--- config.mk ---
export PLATFORM = sky130hd
export DESIGN_NAME = rmw_seq
export DESIGN_NICKNAME = d
export VERILOG_FILES = /design/src/rtl/rmw_seq.sv
export SDC_FILE = /design/constraint.sdc
export NUM_CORES = 1
export LEC_CHECK = 0
export ABC_AREA = 1
export BUFFER_PORTS_ARGS = -buffer_cell sky130_fd_sc_hd__buf_2
export CAP_MARGIN = 20
export CORE_MARGIN = 2
export CORE_UTILIZATION = 40
export DETAILED_ROUTE_END_ITERATION = 10
export PLACE_DENSITY = 0.6
export SLEW_MARGIN = 5
export SYNTH_ARGS = -nofsm -noshare
export SYNTH_HDL_FRONTEND = slang
export SYNTH_SLANG_ARGS = --single-unit
export TNS_END_PERCENT = 1
--- constraint.sdc ---
create_clock -name clk -period 2.05 [get_ports clk]
set_clock_uncertainty 0.2 [all_clocks]
set_input_delay 0.205 -clock clk [delete_from_list [all_inputs] [get_ports clk]]
set_output_delay 0.205 -clock clk [all_outputs]
set_load 0.05 [all_outputs]
--- src/rtl/rmw_seq.sv ---
module rmw_seq #(
  parameter int ADDR_W = 24,
  parameter int BYTE_W = 8
) (
  input  logic                clk,
  input  logic                rst_n,
  input  logic                start,
  input  logic [ADDR_W-1:0]   addr_in,
  input  logic                emu,
  input  logic                wide,
  input  logic [2:0]          op,
  input  logic                carry_in,
  input  logic [BYTE_W-1:0]   rd_data,
  output logic [ADDR_W-1:0]   bus_addr,
  output logic [BYTE_W-1:0]   wr_data,
  output logic                rwb,
  output logic                data_valid,
  output logic                lock,
  output logic                busy,
  output logic                done,
  output logic [2*BYTE_W-1:0] result,
  output logic                carry_out
);
  localparam int WORD_W = 2 * BYTE_W;

  typedef enum logic [2:0] {S_IDLE, S_RD_LO, S_RD_HI, S_MOD, S_WR_HI, S_WR_LO} st_t;

  st_t               st;
  logic [ADDR_W-1:0] addr_q;
  logic              emu_q, wide_q, cin_q;
  logic [2:0]        op_q;
  logic [WORD_W-1:0] opnd_q, res_q;
  logic              cout_q, done_q;
  logic [WORD_W-1:0] mod_res;
  logic              mod_c;

  wire [ADDR_W-1:0] addr_p1 = addr_q + ADDR_W'(1);

  always_comb begin
    logic [WORD_W-1:0] v, msk, top;
    msk = wide_q ? {WORD_W{1'b1}} : {{BYTE_W{1'b0}}, {BYTE_W{1'b1}}};
    top = wide_q ? {1'b1, {(WORD_W-1){1'b0}}} : {{BYTE_W{1'b0}}, 1'b1, {(BYTE_W-1){1'b0}}};
    v = opnd_q & msk;
    mod_c = cin_q;
    mod_res = v;
    case (op_q)
      3'd0: mod_res = (v + 1'b1) & msk;
      3'd1: mod_res = (v - 1'b1) & msk;
      3'd2: begin mod_res = (v << 1) & msk; mod_c = |(v & top); end
      3'd3: begin mod_res = v >> 1; mod_c = v[0]; end
      3'd4: begin mod_res = ((v << 1) | WORD_W'(cin_q)) & msk; mod_c = |(v & top); end
      3'd5: begin mod_res = (v >> 1) | (cin_q ? top : '0); mod_c = v[0]; end
      default: ;
    endcase
  end

  always_ff @(posedge clk or negedge rst_n) begin
    if (!rst_n) begin
      st <= S_IDLE;
      addr_q <= '0;
      emu_q <= 1'b0;
      wide_q <= 1'b0;
      cin_q <= 1'b0;
      op_q <= '0;
      opnd_q <= '0;
      res_q <= '0;
      cout_q <= 1'b0;
      done_q <= 1'b0;
    end else begin
      done_q <= 1'b0;
      case (st)
        S_IDLE: if (start) begin
          addr_q <= addr_in;
          emu_q  <= emu;
          wide_q <= wide & ~emu;
          op_q   <= op;
          cin_q  <= carry_in;
          opnd_q <= '0;
          st     <= S_RD_LO;
        end
        S_RD_LO: begin
          opnd_q[BYTE_W-1:0] <= rd_data;
          st <= wide_q ? S_RD_HI : S_MOD;
        end
        S_RD_HI: begin
          opnd_q[WORD_W-1:BYTE_W] <= rd_data;
          st <= S_MOD;
        end
        S_MOD: begin
          res_q  <= mod_res;
          cout_q <= mod_c;
          st <= wide_q ? S_WR_HI : S_WR_LO;
        end
        S_WR_HI: st <= S_WR_LO;
        S_WR_LO: begin
          done_q <= 1'b1;
          st <= S_IDLE;
        end
        default: st <= S_IDLE;
      endcase
    end
  end

  assign busy       = (st != S_IDLE);
  assign lock       = busy;
  assign done       = done_q;
  assign result     = res_q;
  assign carry_out  = cout_q;
  assign data_valid = (st == S_RD_LO) || (st == S_RD_HI) || (st == S_WR_HI) || (st == S_WR_LO);
  assign rwb        = !((st == S_WR_HI) || (st == S_WR_LO) || (st == S_MOD && emu_q));
  assign bus_addr   = ((st == S_RD_HI) || (st == S_WR_HI) || (st == S_MOD && wide_q)) ? addr_p1 : addr_q;
  assign wr_data    = (st == S_MOD)   ? opnd_q[BYTE_W-1:0] :
                      (st == S_WR_HI) ? res_q[WORD_W-1:BYTE_W] : res_q[BYTE_W-1:0];
endmodule

==> results.py <==
metrics = {
    "worst_setup_path": {
        "r2r_setup_slack_ps": -310,
        "setup_crit_start_kind": "flop",
        "path_class": "reg -> out",
        "timing.critical_path.required_ps": 1640,
        "timing.critical_path.fanout_max": 4,
        "cp_data_arrival_time_ps": 2270,
        "timing.rr.start": "op_q[0]",
        "worst_r2r_endpoint": "result[8]",
        "cp-end-kind": "output port",
        "reg2reg_depth": 19,
    },
    "timing": {
        "max_clock_freq_ghz": 0.3740,
        "fin_crit_ps": 2674,
        "timing.final.setup_violations": 47,
        "setup_slack_ps": -623.6,
        "finalCritPeriodShare_pct": 130.4,
        "final-hold-violation-count": 0,
        "grt_setup_unrepaired": "yes",
        "final_tns_setup_ps": -13060,
        "tightestPinTransition_ps": 520.0,
        "count_of_pins_over_their_slew_limit": 0,
        "max_slew_margin_pct": 65.33,
    },
    "die": {
        "chipWidth_um": 112.9,
        "floorplan.die.height_um": 112.9,
        "core_region_um2": 11520,
        "num_io_pins": 95,
        "floorplan.initialDensity_pct": 41.17,
        "dieArea_um2": 12740,
        "fp-row-count": 39,
    },
    "flow_run": {
        "cap_violations": 0,
    },
    "placement": {
        "placed_cell_areas_um2": 6482,
        "routabilityCongestion": 0.9235,
        "numPortBuffers": 94,
        "place_hpwl_um": 12820,
    },
    "min_path": {
        "hold-path-endpoint": "opnd_q[13]",
        "worst_hold_path_type": "in -> reg",
        "min_path_cells": 3,
        "hold_start": "rd_data[5]",
    },
    "logic_synthesis": {
        "synth.area.top_cells": "sky130_fd_sc_hd__dfrtp_1, sky130_fd_sc_hd__nand2_1, sky130_fd_sc_hd__inv_1",
        "synth_nets": 742,
        "synth-warning-count": 0,
        "post_synth.cell_area_avg_um2": 6.802,
        "synth_cell_type_count": 39,
        "synth-edff-count": 0,
        "synth.most_common_cell": "sky130_fd_sc_hd__nand2_1",
        "yosys_most_used_dff": "sky130_fd_sc_hd__dfrtp_1",
        "synth-seq-area-share_pct": 35.37,
        "ys_seq_elements": 67,
        "ys_top_cells_by_count": "sky130_fd_sc_hd__nand2_1, sky130_fd_sc_hd__inv_1, sky130_fd_sc_hd__dfrtp_1",
        "synth_cells": 697,
        "post-synth-top-area-fraction_pct": 35.37,
        "async_flop_share_pct": 100.0,
        "syn-cell-area_um2": 4741,
        "synth_largest_area_cell": "sky130_fd_sc_hd__dfrtp_1",
    },
    "routing": {
        "detail_route.iter0.violations": 427,
        "drt_wl_total_um": 17160,
        "firstDrtPassIters": 8,
        "drc": 4,
        "route.detailed.vias_per_inst": 5.145,
        "antenna_left": 0,
        "avgRoutedWirePerCell_um": 15.60,
        "total_via_count_in_the_routed_design": 5660,
    },
    "grt": {
        "overflow": 0,
        "antenna_found_initial": 0,
        "grt_pass1_wl_um": 27920,
        "overall_track_demand_over_capacity_in_global_routing_pct": 27.65,
        "grt_pass1_vias": 5730,
        "pin_count_of_the_biggest_net_entering_global_routing": 47,
    },
    "clock_tree": {
        "htree_depth": 3,
        "clk_pin_slew_worst_paths_ps": 50,
        "cts.sinks": 67,
        "worst_skew_pair_latency_ps": 330,
        "cts_made_buffers": 9,
        "cts_buffer_depth": 2,
        "cts_root_buf": "sky130_fd_sc_hd__clkbuf_16",
        "cts_tree": "built",
    },
    "final_layout": {
        "utilization_pct": 66.15,
        "final_nets": 997,
        "antenna-diode-count": 0,
        "area.growth.synth_to_final_pct": 60.68,
        "postLayoutCellArea_um2": 7617,
        "drive_gt1_share_pct": 34.59,
    },
    "power_and_ir_drop": {
        "cellLeakagePower_nw": 4.024,
        "power-per-cell-area_nw_per_um2": 1877,
        "irDropWorstVdd_v": 0.001718,
        "design_power_total_mw": 14.30,
    },
    "outcome": {
        "failing_checks": "design-rule violations, negative setup slack",
        "outcome": "complete, but fails checks",
    },
}
==> report_power, final <==
group | internal, mW | switching, mW | total [mW]
Clock | 1.07 | 0.579 | 1.65
Sequential | 1.93 | 0.539 | 2.47
Combinational | 3.87 | 6.31 | 10.2
==> registers in the layout (all words and copies together), names as in the netlist <==
signal / flops
addr_q: 24
result: 16
st: 3
done: 1
cin_q: 1
emu_q: 1
wide_q: 1
opnd_q: 16
carry_out: 1
op_q: 3
==> worst max-delay path by stage <==
| stage | from | cells after the start | endpoint |
|---|---|---|---|
| floorplan | st[1] | 11 | bus_addr[23] |
| global placement | st[0] | 10 | bus_addr[18] |
| detailed placement | st[1] | 10 | bus_addr[18] |
| CTS | st[1] | 12 | bus_addr[17] |
| global route | st[0] | 12 | bus_addr[19] |
| finish | st[0] | 12 | bus_addr[19] |
==> routing by layer <==
metal  global-route usage, %  wire length [um]  vias to the layer above
met4                   9.512               488                        0
li1                        -                 -                     2767
met5                       0                 0                        -
met3                   6.052               880                       35
met1                   34.39              7184                     2696
met2                   47.71              8605                      162
==> worst max-delay path: stages, from the launching register on <==
cell and delay [ps]:
sky130_fd_sc_hd__dfrtp_1 420, sky130_fd_sc_hd__nor2_4 150, sky130_fd_sc_hd__nand2_2 90, sky130_fd_sc_hd__nand3_4 110
sky130_fd_sc_hd__nand4_4 110, sky130_fd_sc_hd__nor2_4 120, sky130_fd_sc_hd__nand3_2 100, sky130_fd_sc_hd__nor2_4 130
sky130_fd_sc_hd__nand3_4 130, sky130_fd_sc_hd__nor2_4 140, sky130_fd_sc_hd__buf_4 120, sky130_fd_sc_hd__xor2_2 150
sky130_fd_sc_hd__buf_6 180
==> logic make-up after synthesis <==
family / count (synthesis) / share of synthesized area (%)
XOR/XNOR: 26 / 4.803
buffers and inverters: 105 / 8.815
AND/OR/NAND/NOR: 366 / 34.05
AO/OA/AOI/OAI: 129 / 15.91
flip-flops: 67 / 35.37
adder cells (fa/ha/maj): 4 / 1.056
==> stage by stage <==
stage | hold slack [ps] | setup WS [ps] | instances
floorplan | -290.6 | -419.3 | 697
global placement | 3.089 | -360.9 | 1045
detailed placement | 10.99 | -405.6 | 1045
CTS | 1.378 | -633.3 | 1098
global route | 1.822 | -745.5 | 1100
finish | 22.93 | -623.6 | 1100
==> area by class of cell <==
class / count / area, um^2
Clock buffer: 10 / 229.0
Sequential cell: 67 / 1678
Fill cell: 943 / 3899
Multi-Input combinational cell: 525 / 3033
Tap cell: 143 / 178.9
Timing Repair Buffer: 266 / 2092
Clock inverter: 6 / 90.09
Inverter: 83 / 316.6
==> cell usage in the layout, fill, tap and decap left out, drive strengths merged <==
master,instances
xnor2,9
xor2,17
a41o,2
clkbuf,11
a221oi,4
ha,4
bufinv,2
nand3,35
a41oi,3
nand2,269
and2,3
a31oi,3
inv,81
o221ai,1
buf,229
nor2,38
nand4,8
nor3,13
clkinvlp,2
o211ai,7
o22ai,16
dfrtp,67
a22o,1
dlygate4sd3,36
o21ai,49
o21bai,3
clkinv,4
a211oi,2
a21oi,38
==> what timing repair did <==
item	CTS	global route
hold buffers	36	0
buffers inserted	1	2
endpoints found under the setup margin	50	81
resized for setup	79	45
pin swaps	8	3
endpoints found under the hold margin	58	0
Power figures use the tool's default switching activity.
